[config.mk]
export PLATFORM = sky130hd
export DESIGN_NAME = sdram_cke_tracker
export DESIGN_NICKNAME = d
export VERILOG_FILES = /design/src/rtl/sdram_cke_pkg.sv /design/src/rtl/sdram_cmd_decode.sv /design/src/rtl/sdram_cke_next.sv /design/src/rtl/sdram_cke_tracker.sv
export SDC_FILE = /design/constraint.sdc
export NUM_CORES = 1
export LEC_CHECK = 0
export ABC_AREA = 1
export BUFFER_PORTS_ARGS = -buffer_cell sky130_fd_sc_hd__buf_2
export CORE_AREA = 5 5 42 44
export DETAILED_ROUTE_END_ITERATION = 12
export DIE_AREA = 0 0 47 49
export GPL_TIMING_DRIVEN = 0
export PLACE_DENSITY = 0.7
export SYNTH_ARGS = -nofsm -noshare
export SYNTH_HDL_FRONTEND = slang
export SYNTH_SLANG_ARGS = --single-unit
[constraint.sdc]
create_clock -name clk -period 1 [get_ports clk]
set_input_delay 0.1 -clock clk [delete_from_list [all_inputs] [get_ports clk]]
set_output_delay 0.1 -clock clk [all_outputs]
set_load 0.1 [all_outputs]
[src/rtl/sdram_cke_pkg.sv]
// Package: types shared by the clock-enable tracker and its checker.
// Assumes: state codes are visible at the port and must not be renumbered.
package sdram_cke_pkg;

    localparam int STATE_W = 3;

    typedef enum logic [STATE_W-1:0] {
        PST_IDLE    = 3'd0,
        PST_ACTIVE  = 3'd1,
        PST_SUSPEND = 3'd2,
        PST_PDOWN   = 3'd3,
        PST_SREF    = 3'd4
    } pwr_state_t;

    typedef enum logic [2:0] {
        CMD_DESEL,
        CMD_NOP,
        CMD_AREF,
        CMD_MRS,
        CMD_OTHER
    } cmd_t;

    typedef struct packed {
        logic illegal;
        logic sref_enter;
        logic sref_exit;
        logic pdn_enter;
        logic pdn_exit;
        logic cbr;
        logic mode_load;
    } evt_t;

endpackage

[src/rtl/sdram_cmd_decode.sv]
// Module: sdram_cmd_decode
// Turns active-low command pins into the small command set the tracker
// needs. Assumes pins are already synchronous to clk. Purely combinational.
module sdram_cmd_decode
    import sdram_cke_pkg::*;
(
    input  logic cs_n,
    input  logic ras_n,
    input  logic cas_n,
    input  logic we_n,
    output cmd_t cmd
);

    // Map the pin pattern onto a command.
    always_comb begin
        if (cs_n) begin
            cmd = CMD_DESEL;
        end else begin
            unique case ({ras_n, cas_n, we_n})
                3'b111:  cmd = CMD_NOP;
                3'b001:  cmd = CMD_AREF;
                3'b000:  cmd = CMD_MRS;
                default: cmd = CMD_OTHER;
            endcase
        end
    end

endmodule

[src/rtl/sdram_cke_next.sv]
// Module: sdram_cke_next
// Combinational transition rules: from the current power state, the previous
// and current clock-enable, the decoded command and the bank-idle flag, it
// gives the next state and the events of this cycle. Holds no state.
module sdram_cke_next
    import sdram_cke_pkg::*;
(
    input  pwr_state_t cur,
    input  logic       prev_cke,
    input  logic       cke,
    input  cmd_t       cmd,
    input  logic       all_idle,
    output pwr_state_t nxt,
    output evt_t       ev
);

    logic       quiet;
    logic       restricted;
    pwr_state_t base;

    // Helper terms shared by every branch.
    always_comb begin
        quiet      = (cmd == CMD_DESEL) || (cmd == CMD_NOP);
        restricted = (cmd == CMD_AREF) || (cmd == CMD_MRS);
        base       = all_idle ? PST_IDLE : PST_ACTIVE;
    end

    // Apply the clock-enable transition table for the current state.
    always_comb begin
        nxt = cur;
        ev  = '0;
        unique case (cur)
            PST_SREF, PST_PDOWN: begin
                if (prev_cke) begin
                    ev.illegal = 1'b1;
                end else if (cke) begin
                    if (quiet) begin
                        nxt = PST_IDLE;
                        if (cur == PST_SREF) ev.sref_exit = 1'b1;
                        else                 ev.pdn_exit  = 1'b1;
                    end else begin
                        ev.illegal = 1'b1;
                    end
                end
                // both low: hold silently
            end
            PST_SUSPEND: begin
                if (cke) nxt = base;
            end
            default: begin                              // idle or active
                if (!prev_cke) begin
                    ev.illegal = 1'b1;
                    nxt = cke ? base : PST_SUSPEND;
                end else if (cke) begin
                    nxt = base;
                    if (restricted && !all_idle) ev.illegal   = 1'b1;
                    else if (cmd == CMD_AREF)    ev.cbr       = 1'b1;
                    else if (cmd == CMD_MRS)     ev.mode_load = 1'b1;
                end else if (all_idle) begin
                    if (cmd == CMD_AREF) begin
                        nxt = PST_SREF;
                        ev.sref_enter = 1'b1;
                    end else if (quiet) begin
                        nxt = PST_PDOWN;
                        ev.pdn_enter = 1'b1;
                    end else begin
                        nxt = PST_SUSPEND;
                        ev.illegal = 1'b1;
                    end
                end else begin
                    nxt = PST_SUSPEND;
                    ev.illegal = restricted;
                end
            end
        endcase
    end

endmodule

[src/rtl/sdram_cke_tracker.sv]
// Module: sdram_cke_tracker (top)
// Follows the power state of one SDRAM device from clock-enable and command
// pins. Registers the previous clock-enable, the state and all event strobes.
// Assumes all_idle is valid in the same cycle as the command it qualifies.
module sdram_cke_tracker
    import sdram_cke_pkg::*;
(
    input  logic                clk,
    input  logic                rst_n,
    input  logic                cke,
    input  logic                cs_n,
    input  logic                ras_n,
    input  logic                cas_n,
    input  logic                we_n,
    input  logic                all_idle,
    output logic [STATE_W-1:0]  state_code,
    output logic                illegal,
    output logic                sref_enter,
    output logic                sref_exit,
    output logic                pdn_enter,
    output logic                pdn_exit,
    output logic                cbr_pulse,
    output logic                mode_pulse
);

    cmd_t       cmd;
    pwr_state_t cur_q;
    pwr_state_t nxt;
    logic       prev_cke_q;
    evt_t       ev;
    evt_t       ev_q;

    sdram_cmd_decode u_dec (
        .cs_n  (cs_n),
        .ras_n (ras_n),
        .cas_n (cas_n),
        .we_n  (we_n),
        .cmd   (cmd)
    );

    sdram_cke_next u_next (
        .cur      (cur_q),
        .prev_cke (prev_cke_q),
        .cke      (cke),
        .cmd      (cmd),
        .all_idle (all_idle),
        .nxt      (nxt),
        .ev       (ev)
    );

    // Hold state, previous clock-enable and event strobes.
    always_ff @(posedge clk) begin
        if (!rst_n) begin
            cur_q      <= PST_IDLE;
            prev_cke_q <= 1'b1;
            ev_q       <= '0;
        end else begin
            cur_q      <= nxt;
            prev_cke_q <= cke;
            ev_q       <= ev;
        end
    end

    // Drive ports from the registered values.
    always_comb begin
        state_code = cur_q;
        illegal    = ev_q.illegal;
        sref_enter = ev_q.sref_enter;
        sref_exit  = ev_q.sref_exit;
        pdn_enter  = ev_q.pdn_enter;
        pdn_exit   = ev_q.pdn_exit;
        cbr_pulse  = ev_q.cbr;
        mode_pulse = ev_q.mode_load;
    end

endmodule

==> flow_summary.yaml <==
final_layout:
  area_delta_synth_final_pct: 50.00
  design_area_um2: 765.7
  final_common_cell: "nand2_1"
  fin_cells: 116
  fin_nets: 109
  mostFrequentLayoutCells: "18 x nand2_1, 10 x nor2_1, 10 x buf_4, 9 x inv_1, 8 x dfxtp_2"
  antenna_cells: 0
  drive_gt1_share_pct: 51.00
global_route:
  grtUsageTotal_pct: 11.73
  grt_pass1_wl_mm: 1.980
  grt.overflow.total: 0
  grt_pass1_vias: 482
  antenna_found_initial: 0
  grt_start_max_net_pins: 7
critical_path:
  critical_path_class: "register to register"
  start_kind: "register"
  crit_required_ns: 1.21
  regToRegSetupSlack_ns: -0.07
  critPathMaxFanout: 5
  arrival_ns: 1.28
  cp-end-kind: "register"
routing:
  antenna_left: 0
  drt_iter0_markers: 15
  post_drt_wl_per_cell_um: 11.16
  vias: 580
  via_per_inst: 5.000
  wirelength_mm: 1.295
  dr.pass1.iters: 4
  drc_errors: 0
placed_design:
  hpwl_um: 859.3
  port_buffers: 17
  pre_cts_slack_ns: -0.05075
  gp_congestion: 0.8563
  place_area_um2: 660.6
  dp_cells: 110
logic_synthesis:
  yosysUniqueCellTypes: 15
  yosysTopAreaCell: "dfxtp_1"
  avgSynthCellArea_um2: 6.630
  synth_cells: 77
  ys_warn_count: 0
  synth.net_count: 85
  synth_top_area_share_pct: 43.14
  yosysSeqAreaShare_pct: 43.14
  yosys_register_bits: 11
  synth_area_leaders: "dfxtp_1 43%, nand2_1 15%, nor2_1 9.6%"
  syn_area_um2: 510.5
timing:
  rsz0062_at_grt: "true"
  fin_skew_ns: 0.008403
  layout_setup_ws_ns: -0.06791
  slew-limit-headroom_pct: 81.53
  hold_viol_final: 0
  post-route-min-period_ns: 1.068
  tns_ns: -0.2762
  fmax_mhz: 936.4
  slew_violations: 0
  tightest_slew_ns: 0.2794
  setup-violations-final: 5
  period_share_pct: 106.8
clock_network:
  clkTransAtPathRegs_ns: 0.07
  clock_sinks: 11
  holdBufCountCts: 0
  cts_max_path_buffers: 2
  clockRootBuffer: "clkbuf_4"
  numCtsBuffers: 3
  cts_tree: "built"
  clock_latency_ns: 0.27
  ctsHtreeMaxLevel: 1
power_and_ir_drop:
  leakage_uw: 0.0003684
  sw_frac_of_total_pct: 33.92
  power.internal_uw: 674.8
  power.density_nw_per_um2: 1334
  p_comb_share_pct: 24.6
  vdd.ir_drop.worst_mv: 0.6831
  clockPowerShare_pct: 30.0
  netSwitchingPower_uw: 346.4
  seqPwrFrac_pct: 45.5
die:
  core_um2: 1401
  die_w_um: 47
  die_area_um2: 2303
  num_rows: 14
  die_h_um: 49
  initial_utilization_pct: 36.43
  io_pins: 18
run_status:
  status: "finished, violations left"
  failed_checks: "setup timing"
min_path:
  hold_path.class: "input pin to register"
flow_run:
  drv_cap: 0
[repair_timing]
item / in CTS / in global routing
buffers inserted: 3 / 0
endpoints found under the setup margin: 14 / 9
pin swaps: 4 / 5
resized for setup: 14 / 8
[final timing paths]
kind / from / endpoint / depth (start not counted)
worst max-delay path: state_code[2] / state_code[2] / 6
worst min-delay path: we_n / mode_pulse / 2
worst max register to register: state_code[2] / state_code[2] / 6
worst min register to register: state_code[1] / state_code[1] / 2
[sequential cells by signal, indices dropped and copies added, names as in the netlist]
signal      flops
state_code      3
cbr_pulse       1
illegal         1
mode_pulse      1
pdn_enter       1
pdn_exit        1
prev_cke_q      1
sref_enter      1
sref_exit       1
[cell families (layout without fill, tap and decap cells)]
logic type | after synthesis | count (layout) | synth area share [%]
compound gates | 7 | 7 | 7.599
buf+inv | 13 | 36 | 9.557
flops | 11 | 11 | 43.14
simple gates | 46 | 46 | 39.71
[critical path: stages (launching register included)]
cell	delay, ns
dfxtp_4	0.37
nand3b_1	0.20
nand2_2	0.10
nand2_2	0.07
nand2_2	0.07
nand2_1	0.07
a21oi_2	0.11
[metrics by stage]
| step | hold WS, ns | util, % | total power (uW) |
|---|---|---|---|
| 2_1_floorplan | 0.1687 | - | 644.7 |
| 3_3_place_gp | 0.2942 | 47.14 | 689.9 |
| 5_1_grt | 0.02816 | 54.64 | 1065 |
| 3_5_place_dp | 0.2974 | 47.14 | 691.8 |
| 4_1_cts | 0.02065 | 53.30 | 1011 |
| 6_report | 0.02301 | 54.64 | 1021 |
[power by group through the flow]
stage,sequential [uW],clock (uW),combinational (uW)
floorplan,560,0,84.9
global placement,472,0,218
detailed placement,472,0,219
CTS,464,307,240
global route,467,330,269
finish,465,306,251
[per-layer routing]
layer | GRT usage [%] | part of all wire [%] | up-vias
li1 | - | - | 286
met1 | 14.44 | 37 | 254
met2 | 16.97 | 50 | 32
met3 | 4.059 | 10 | 8
met4 | 6.912 | 2.8 | 0
met5 | 0 | 0 | -
[Yosys cell counts]
cell type / count
nand2_1: 21
dfxtp_1: 11
nand2_4: 1
nor3_1: 1
inv_1: 12
a21oi_1: 4
o2111ai_1: 1
inv_2: 1
nor2_2: 1
nor2_1: 13
o21ai_0: 2
nand3_1: 4
nand2_2: 2
nand4_1: 2
nand3b_1: 1
[layout make-up]
| type | instances | area, um2 |
|---|---|---|
| Timing Repair Buffer | 19 | 132.6 |
| Sequential cell | 11 | 241.5 |
| Clock buffer | 4 | 26.28 |
| Inverter | 13 | 53.80 |
| Multi-Input combinational cell | 53 | 291.5 |
| Tap cell | 16 | 20.02 |
| Fill cell | 149 | 635.6 |
(Power assumes the default switching activity.)
